--- src/rtl/fseq_pkg.sv ---
package fseq_pkg;

    typedef enum logic [1:0] {
        OP_ERASE = 2'd0,
        OP_PROG  = 2'd1,
        OP_CRC   = 2'd2,
        OP_CRC2  = 2'd3
    } op_e;

    typedef enum logic [1:0] {
        ST_OK    = 2'd0,
        ST_ABORT = 2'd1,
        ST_NOWE  = 2'd2
    } stat_e;

    typedef struct packed {
        logic  carry;
        stat_e status;
    } result_t;

    function automatic logic is_write(input logic [1:0] op);
        return (op == OP_ERASE) || (op == OP_PROG);
    endfunction

    function automatic int unsigned op_len(input logic [1:0] op,
                                           input int unsigned er,
                                           input int unsigned pr,
                                           input int unsigned cr);
        case (op)
            OP_ERASE: return er;
            OP_PROG:  return pr;
            default:  return cr;
        endcase
    endfunction

endpackage

--- src/rtl/fseq_timer.sv ---
module fseq_timer #(
    parameter int W = 6
) (
    input  logic         clk,
    input  logic         rst,
    input  logic         load,
    input  logic [W-1:0] load_val,
    input  logic         run,
    output logic         expired
);
    logic [W-1:0] cnt;

    always_ff @(posedge clk) begin
        if (rst) begin
            cnt <= '0;
        end else if (load) begin
            cnt <= load_val;
        end else if (run && cnt != '0) begin
            cnt <= cnt - 1'b1;
        end
    end

    assign expired = (cnt == '0);
endmodule

--- src/rtl/fseq_ctrl.sv ---
module fseq_ctrl
    import fseq_pkg::*;
(
    input  logic       clk,
    input  logic       rst,
    input  logic       start,
    input  logic [1:0] op,
    input  logic       we,
    input  logic       irq,
    input  logic       expired,
    output logic       load,
    output logic       busy,
    output logic [1:0] op_q,
    output result_t    res,
    output logic       done,
    output logic       clr_we
);
    logic reject;

    always_comb begin
        reject = is_write(op) && !we;
        load   = !busy && start && !reject;
    end

    always_ff @(posedge clk) begin
        if (rst) begin
            busy   <= 1'b0;
            op_q   <= OP_ERASE;
            res    <= '{carry: 1'b0, status: ST_OK};
            done   <= 1'b0;
            clr_we <= 1'b0;
        end else begin
            done   <= 1'b0;
            clr_we <= 1'b0;
            if (!busy) begin
                if (start) begin
                    if (reject) begin
                        res  <= '{carry: 1'b1, status: ST_NOWE};
                        done <= 1'b1;
                    end else begin
                        busy <= 1'b1;
                        op_q <= op;
                        res  <= '{carry: 1'b0, status: ST_OK};
                    end
                end
            end else if (irq) begin
                busy   <= 1'b0;
                res    <= '{carry: 1'b1, status: ST_ABORT};
                done   <= 1'b1;
                clr_we <= is_write(op_q);
            end else if (expired) begin
                busy   <= 1'b0;
                done   <= 1'b1;
                clr_we <= is_write(op_q);
            end
        end
    end
endmodule

--- src/rtl/flash_op_seq.sv ---
module flash_op_seq
    import fseq_pkg::*;
#(
    parameter int unsigned ERASE_CYC = 40,
    parameter int unsigned PROG_CYC  = 12,
    parameter int unsigned CRC_CYC   = 6
) (
    input  logic       clk,
    input  logic       rst,
    input  logic       start_i,
    input  logic [1:0] op_i,
    input  logic       we_i,
    input  logic       irq_i,
    output logic       stall_o,
    output logic [1:0] arr_op_o,
    output logic       done_o,
    output logic       carry_o,
    output logic [1:0] status_o,
    output logic       clr_we_o
);
    localparam int unsigned MAXC =
        (ERASE_CYC > PROG_CYC) ? ((ERASE_CYC > CRC_CYC) ? ERASE_CYC : CRC_CYC)
                               : ((PROG_CYC > CRC_CYC) ? PROG_CYC : CRC_CYC);
    localparam int W = (MAXC < 2) ? 1 : $clog2(MAXC);

    logic         load, busy, expired, done, clr_we;
    logic [1:0]   op_q;
    logic [W-1:0] load_val;
    result_t      res;

    assign load_val = W'(op_len(op_i, ERASE_CYC, PROG_CYC, CRC_CYC) - 1);

    fseq_timer #(.W(W)) u_timer (
        .clk(clk), .rst(rst), .load(load), .load_val(load_val),
        .run(busy), .expired(expired)
    );

    fseq_ctrl u_ctrl (
        .clk(clk), .rst(rst), .start(start_i), .op(op_i), .we(we_i),
        .irq(irq_i), .expired(expired), .load(load), .busy(busy),
        .op_q(op_q), .res(res), .done(done), .clr_we(clr_we)
    );

    assign stall_o  = busy;
    assign arr_op_o = op_q;
    assign done_o   = done;
    assign carry_o  = res.carry;
    assign status_o = res.status;
    assign clr_we_o = clr_we;
endmodule

--- config.mk ---
export PLATFORM = sky130hd
export DESIGN_NAME = flash_op_seq
export DESIGN_NICKNAME = d
export VERILOG_FILES = /design/src/rtl/fseq_pkg.sv /design/src/rtl/fseq_timer.sv /design/src/rtl/fseq_ctrl.sv /design/src/rtl/flash_op_seq.sv
export SDC_FILE = /design/constraint.sdc
export NUM_CORES = 1
export LEC_CHECK = 0
export ABC_CLOCK_PERIOD_IN_PS = 3800
export CAP_MARGIN = 20
export CORE_ASPECT_RATIO = 0.7
export CORE_MARGIN = 5
export CORE_UTILIZATION = 35
export CTS_CLUSTER_SIZE = 8
export DETAILED_ROUTE_END_ITERATION = 6
export PLACE_DENSITY = 0.61
export SYNTH_ARGS = -nofsm -noshare
export SYNTH_HDL_FRONTEND = slang
export SYNTH_SLANG_ARGS = --single-unit
--- constraint.sdc ---
create_clock -name clk -period 3.8 [get_ports clk]
set_input_delay 0.38 -clock clk [delete_from_list [all_inputs] [get_ports clk]]
set_output_delay 0.38 -clock clk [all_outputs]
set_load 0.02 [all_outputs]
==> key figures <==
Floorplanning
  • Die height: 46.6 µm
  • Rows: 13
  • Placeable Area: 0.00184 mm²
  • # IOs: 15
  • Starting Density: 36.4%
  • Die footprint: 0.00290 mm²
  • Die X: 62.3 µm

Synth
  • Post-synthesis register bit count: 14
  • Top post-synthesis cells by area: dfxtp_1 (42%), nor2_1 (5.6%), nor3_1 (4.5%)
  • Count leader, synth: dfxtp_1
  • Synth unique cells: 32
  • Syn nets: 86
  • Multiplexer share of the synthesized area: 1.50%
  • Syn avg cell area: 8.58 µm²
  • Synth Area in Compound Gates: 24.3%
  • Post-Synth XOR/XNOR Area: 1.31%
  • Ys async rst share: 0%
  • Synth top cells by count: dfxtp_1 (14), nor2_1 (10), nand2_1 (7)
  • Adder-Cell Fraction of Synth Area: 1.87%
  • Mapped Area: 669 µm²
  • Area share of and/or/nand/nor cells after synthesis: 25.6%
  • Area share of the largest cell type after synthesis: 41.9%
  • Mapped Cells: 78
  • Largest family of logic cells by synthesized area: simple AND/OR/NAND/NOR gates
  • YS warnings: 0
  • Post-synth EDFFs: 0
  • Post-synth top area cell: dfxtp_1
  • Main synth FF type: dfxtp_1
  • Register area share after synthesis: 41.9%

CTS
  • Worst-path clk slew: 0.07 ns
  • Setup bufs post-CTS: 0
  • CTS root buf: clkbuf_4
  • Cts repair resizes: 0
  • Maximum clock path buffer count: 2
  • Clock Latency Late Sink: 0.28 ns
  • CTS tree: done
  • Num Clock Sinks: 14
  • H-tree Lvls: 1
  • TritonCTS Buffers: 3
  • Hold Buf Count CTS: 0

Setup path
  • Setup crit start kind: input port
  • Critical Path, Cell by Cell: clkdlybuf4s50_1 -> nor2b_1 -> o21ai_0 -> nand2_1 -> ha_1 -> nor3b_1 -> o311ai_1 -> xor2_1 -> nor3_1
  • Slowest stage cell on the critical path: clkdlybuf4s50_1
  • Crit path arrival time: 2.61 ns
  • Largest stage delay, worst path: 0.57 ns
  • Worst Path Required: 4.00 ns
  • Critical path fanouts, max: 6
  • Critical path class: in2reg
  • RR Startpoint: u_ctrl.busy$_SDFF_PP0_
  • CP endpoint kind: flip-flop
  • CP Launch Point: start_i

Power
  • Leakage: 0.000305 µW
  • Clk pwr share: 23.8%
  • Reg power frac: 50.7%
  • Psw: 106 µW
  • Gate power share: 25.4%
  • Internal power: 237 µW
  • Pwr/cell area: 406 mW/mm²
  • VDD IR max: 0.000248 V
  • Switching share of power: 31.0%

STA
  • Worst-margin pin slew: 0.563 ns
  • Final setup margin: 1.39 ns
  • Hold Slack: 0.472 ns
  • Setup TNS: 0 ns
  • Max Clk Rate: 416 MHz
  • Slew Viols, Final: 0
  • Final Setup Violations: 0
  • Min cycle time layout: 2.41 ns
  • Fin crit share: 63.3%
  • Worst Skew: 0.000335 ns
  • Hold Fails Final Rpt: 0
  • Slew Limit Headroom: 62.1%
  • Unrepaired setup endpoints after global routing: no

Placement
  • Hpwl dp: 1240 µm
  • Placed cell areas: 821 µm²
  • GP Congestion: 0.878
  • Pre-CTS WS: 1.18 ns
  • Buffers on Ports: 14

Min path
  • Min-Delay Startpoint: u_ctrl.op_q[0]$_SDFFE_PP0P_
  • Hold Crit Class: reg2reg

Drt
  • Drt first pass iters: 4
  • DRC: 0
  • Initial drt markers: 25
  • Vias per Instance: 5.69
  • Final routed wire length divided by cell count: 14.5 µm
  • Drt total wl: 1670 µm
  • Post-DRT Antenna Nets: 0
  • Vias: 654

Global route
  • First-pass GRT wire length: 2610 µm
  • Grt ovf: 0
  • Initial antenna violation count: 0
  • Largest net degree at the start of global routing: 15
  • Number of global-route vias before repair: 540
  • Total GRT Usage: 11.9%

Run status
  • Outcome: finished clean

Layout
  • Design area: 843 µm²
  • Ant. Diodes: 0
  • Nets@finish: 103
  • Area growth, synth to finish: 26.0%
  • Layout cells sized above 1: 5.38%
  • Fin util: 45.9%

Run
  • Max_cap viols: 0
-- final cells by class --
type                    instances  area [µm²]
clock buffers                   3        22.5
inverters                       2        7.51
multi-input cells              60         365
well taps                      22        27.5
flip-flops and latches         14         280
fillers                       184         995
repair buffers                 14         140
-- flip-flops by register name, indices dropped and copies added, names as in the netlist --
signal / cells
u_timer.cnt: 6
u_ctrl.res: 3
u_ctrl.op_q: 2
u_ctrl.busy: 1
u_ctrl.clr_we: 1
u_ctrl.done: 1
-- power groups by stage --
stage	clock [µW]	combinational [µW]	sequential, µW
after detailed placement	0	86.0	177
after floorplan	0	53.8	178
after CTS	82.7	87.1	173
after global routing	91.3	95.2	175
final	81.7	87.2	174
after global placement	0	87.6	176
-- worst max-delay path, delay by kind of cell --
kind / cells / cell delay [ns]
buffers and inverters: 1 / 0.57
XOR/XNOR: 1 / 0.18
AO/OA/AOI/OAI: 2 / 0.46
AND/OR/NAND/NOR: 4 / 0.86
adder cells (fa/ha/maj): 1 / 0.17
-- cell usage in the layout, fill, tap and decap left out, types with 2 or more instances in the layout --
cell type / Yosys / routed
nand2_1: 7 / 7
a22oi_1: 4 / 4
nor3_1: 6 / 6
dfxtp_1: 14 / 14
clkdlybuf4s50_1: 0 / 14
or3_1: 2 / 2
clkbuf_4: 0 / 3
nor2b_1: 2 / 2
nor2_1: 10 / 10
a21oi_1: 4 / 4
inv_1: 2 / 2
a211oi_1: 4 / 4
o21ai_0: 2 / 2
-- through the flow --
stage / power, µW / cells
after global placement: 264 / 112
after global routing: 362 / 115
final: 343 / 115
after CTS: 343 / 115
after floorplan: 231 / 78
after detailed placement: 263 / 112
-- path summary, 6_finish.rpt --
kind / endpoint / slack, ns / cells past startpoint
setup / recovery: u_timer.cnt[4]$_SDFFE_PP0P_ / 1.39 / 9
hold / removal: u_ctrl.op_q[0]$_SDFFE_PP0P_ / 0.47 / 2
setup reg to reg: u_timer.cnt[4]$_SDFFE_PP0P_ / 1.61 / 8
hold reg to reg: u_ctrl.op_q[0]$_SDFFE_PP0P_ / 0.47 / 2
-- layer usage --
metal	share of wire [%]	track usage, %	wire [µm]	up-vias
met5	0	0	0	-
met4	0	2.54	0	0
met3	7.6	6.34	127	0
met2	43	15.9	713	21
met1	50	16.5	832	307
li1	-	-	-	326
-- cells by family (layout without fill, tap and decap cells) --
group | after synthesis | after routing
AOI/OAI and AO/OA | 23 | 23
xor gates and xnor gates | 1 | 1
adders and majority gates | 1 | 1
buffers and inverters | 4 | 19
DFF | 14 | 14
muxes | 1 | 1
and+or+nand+nor | 34 | 34
Power figures use the tool's default switching activity.
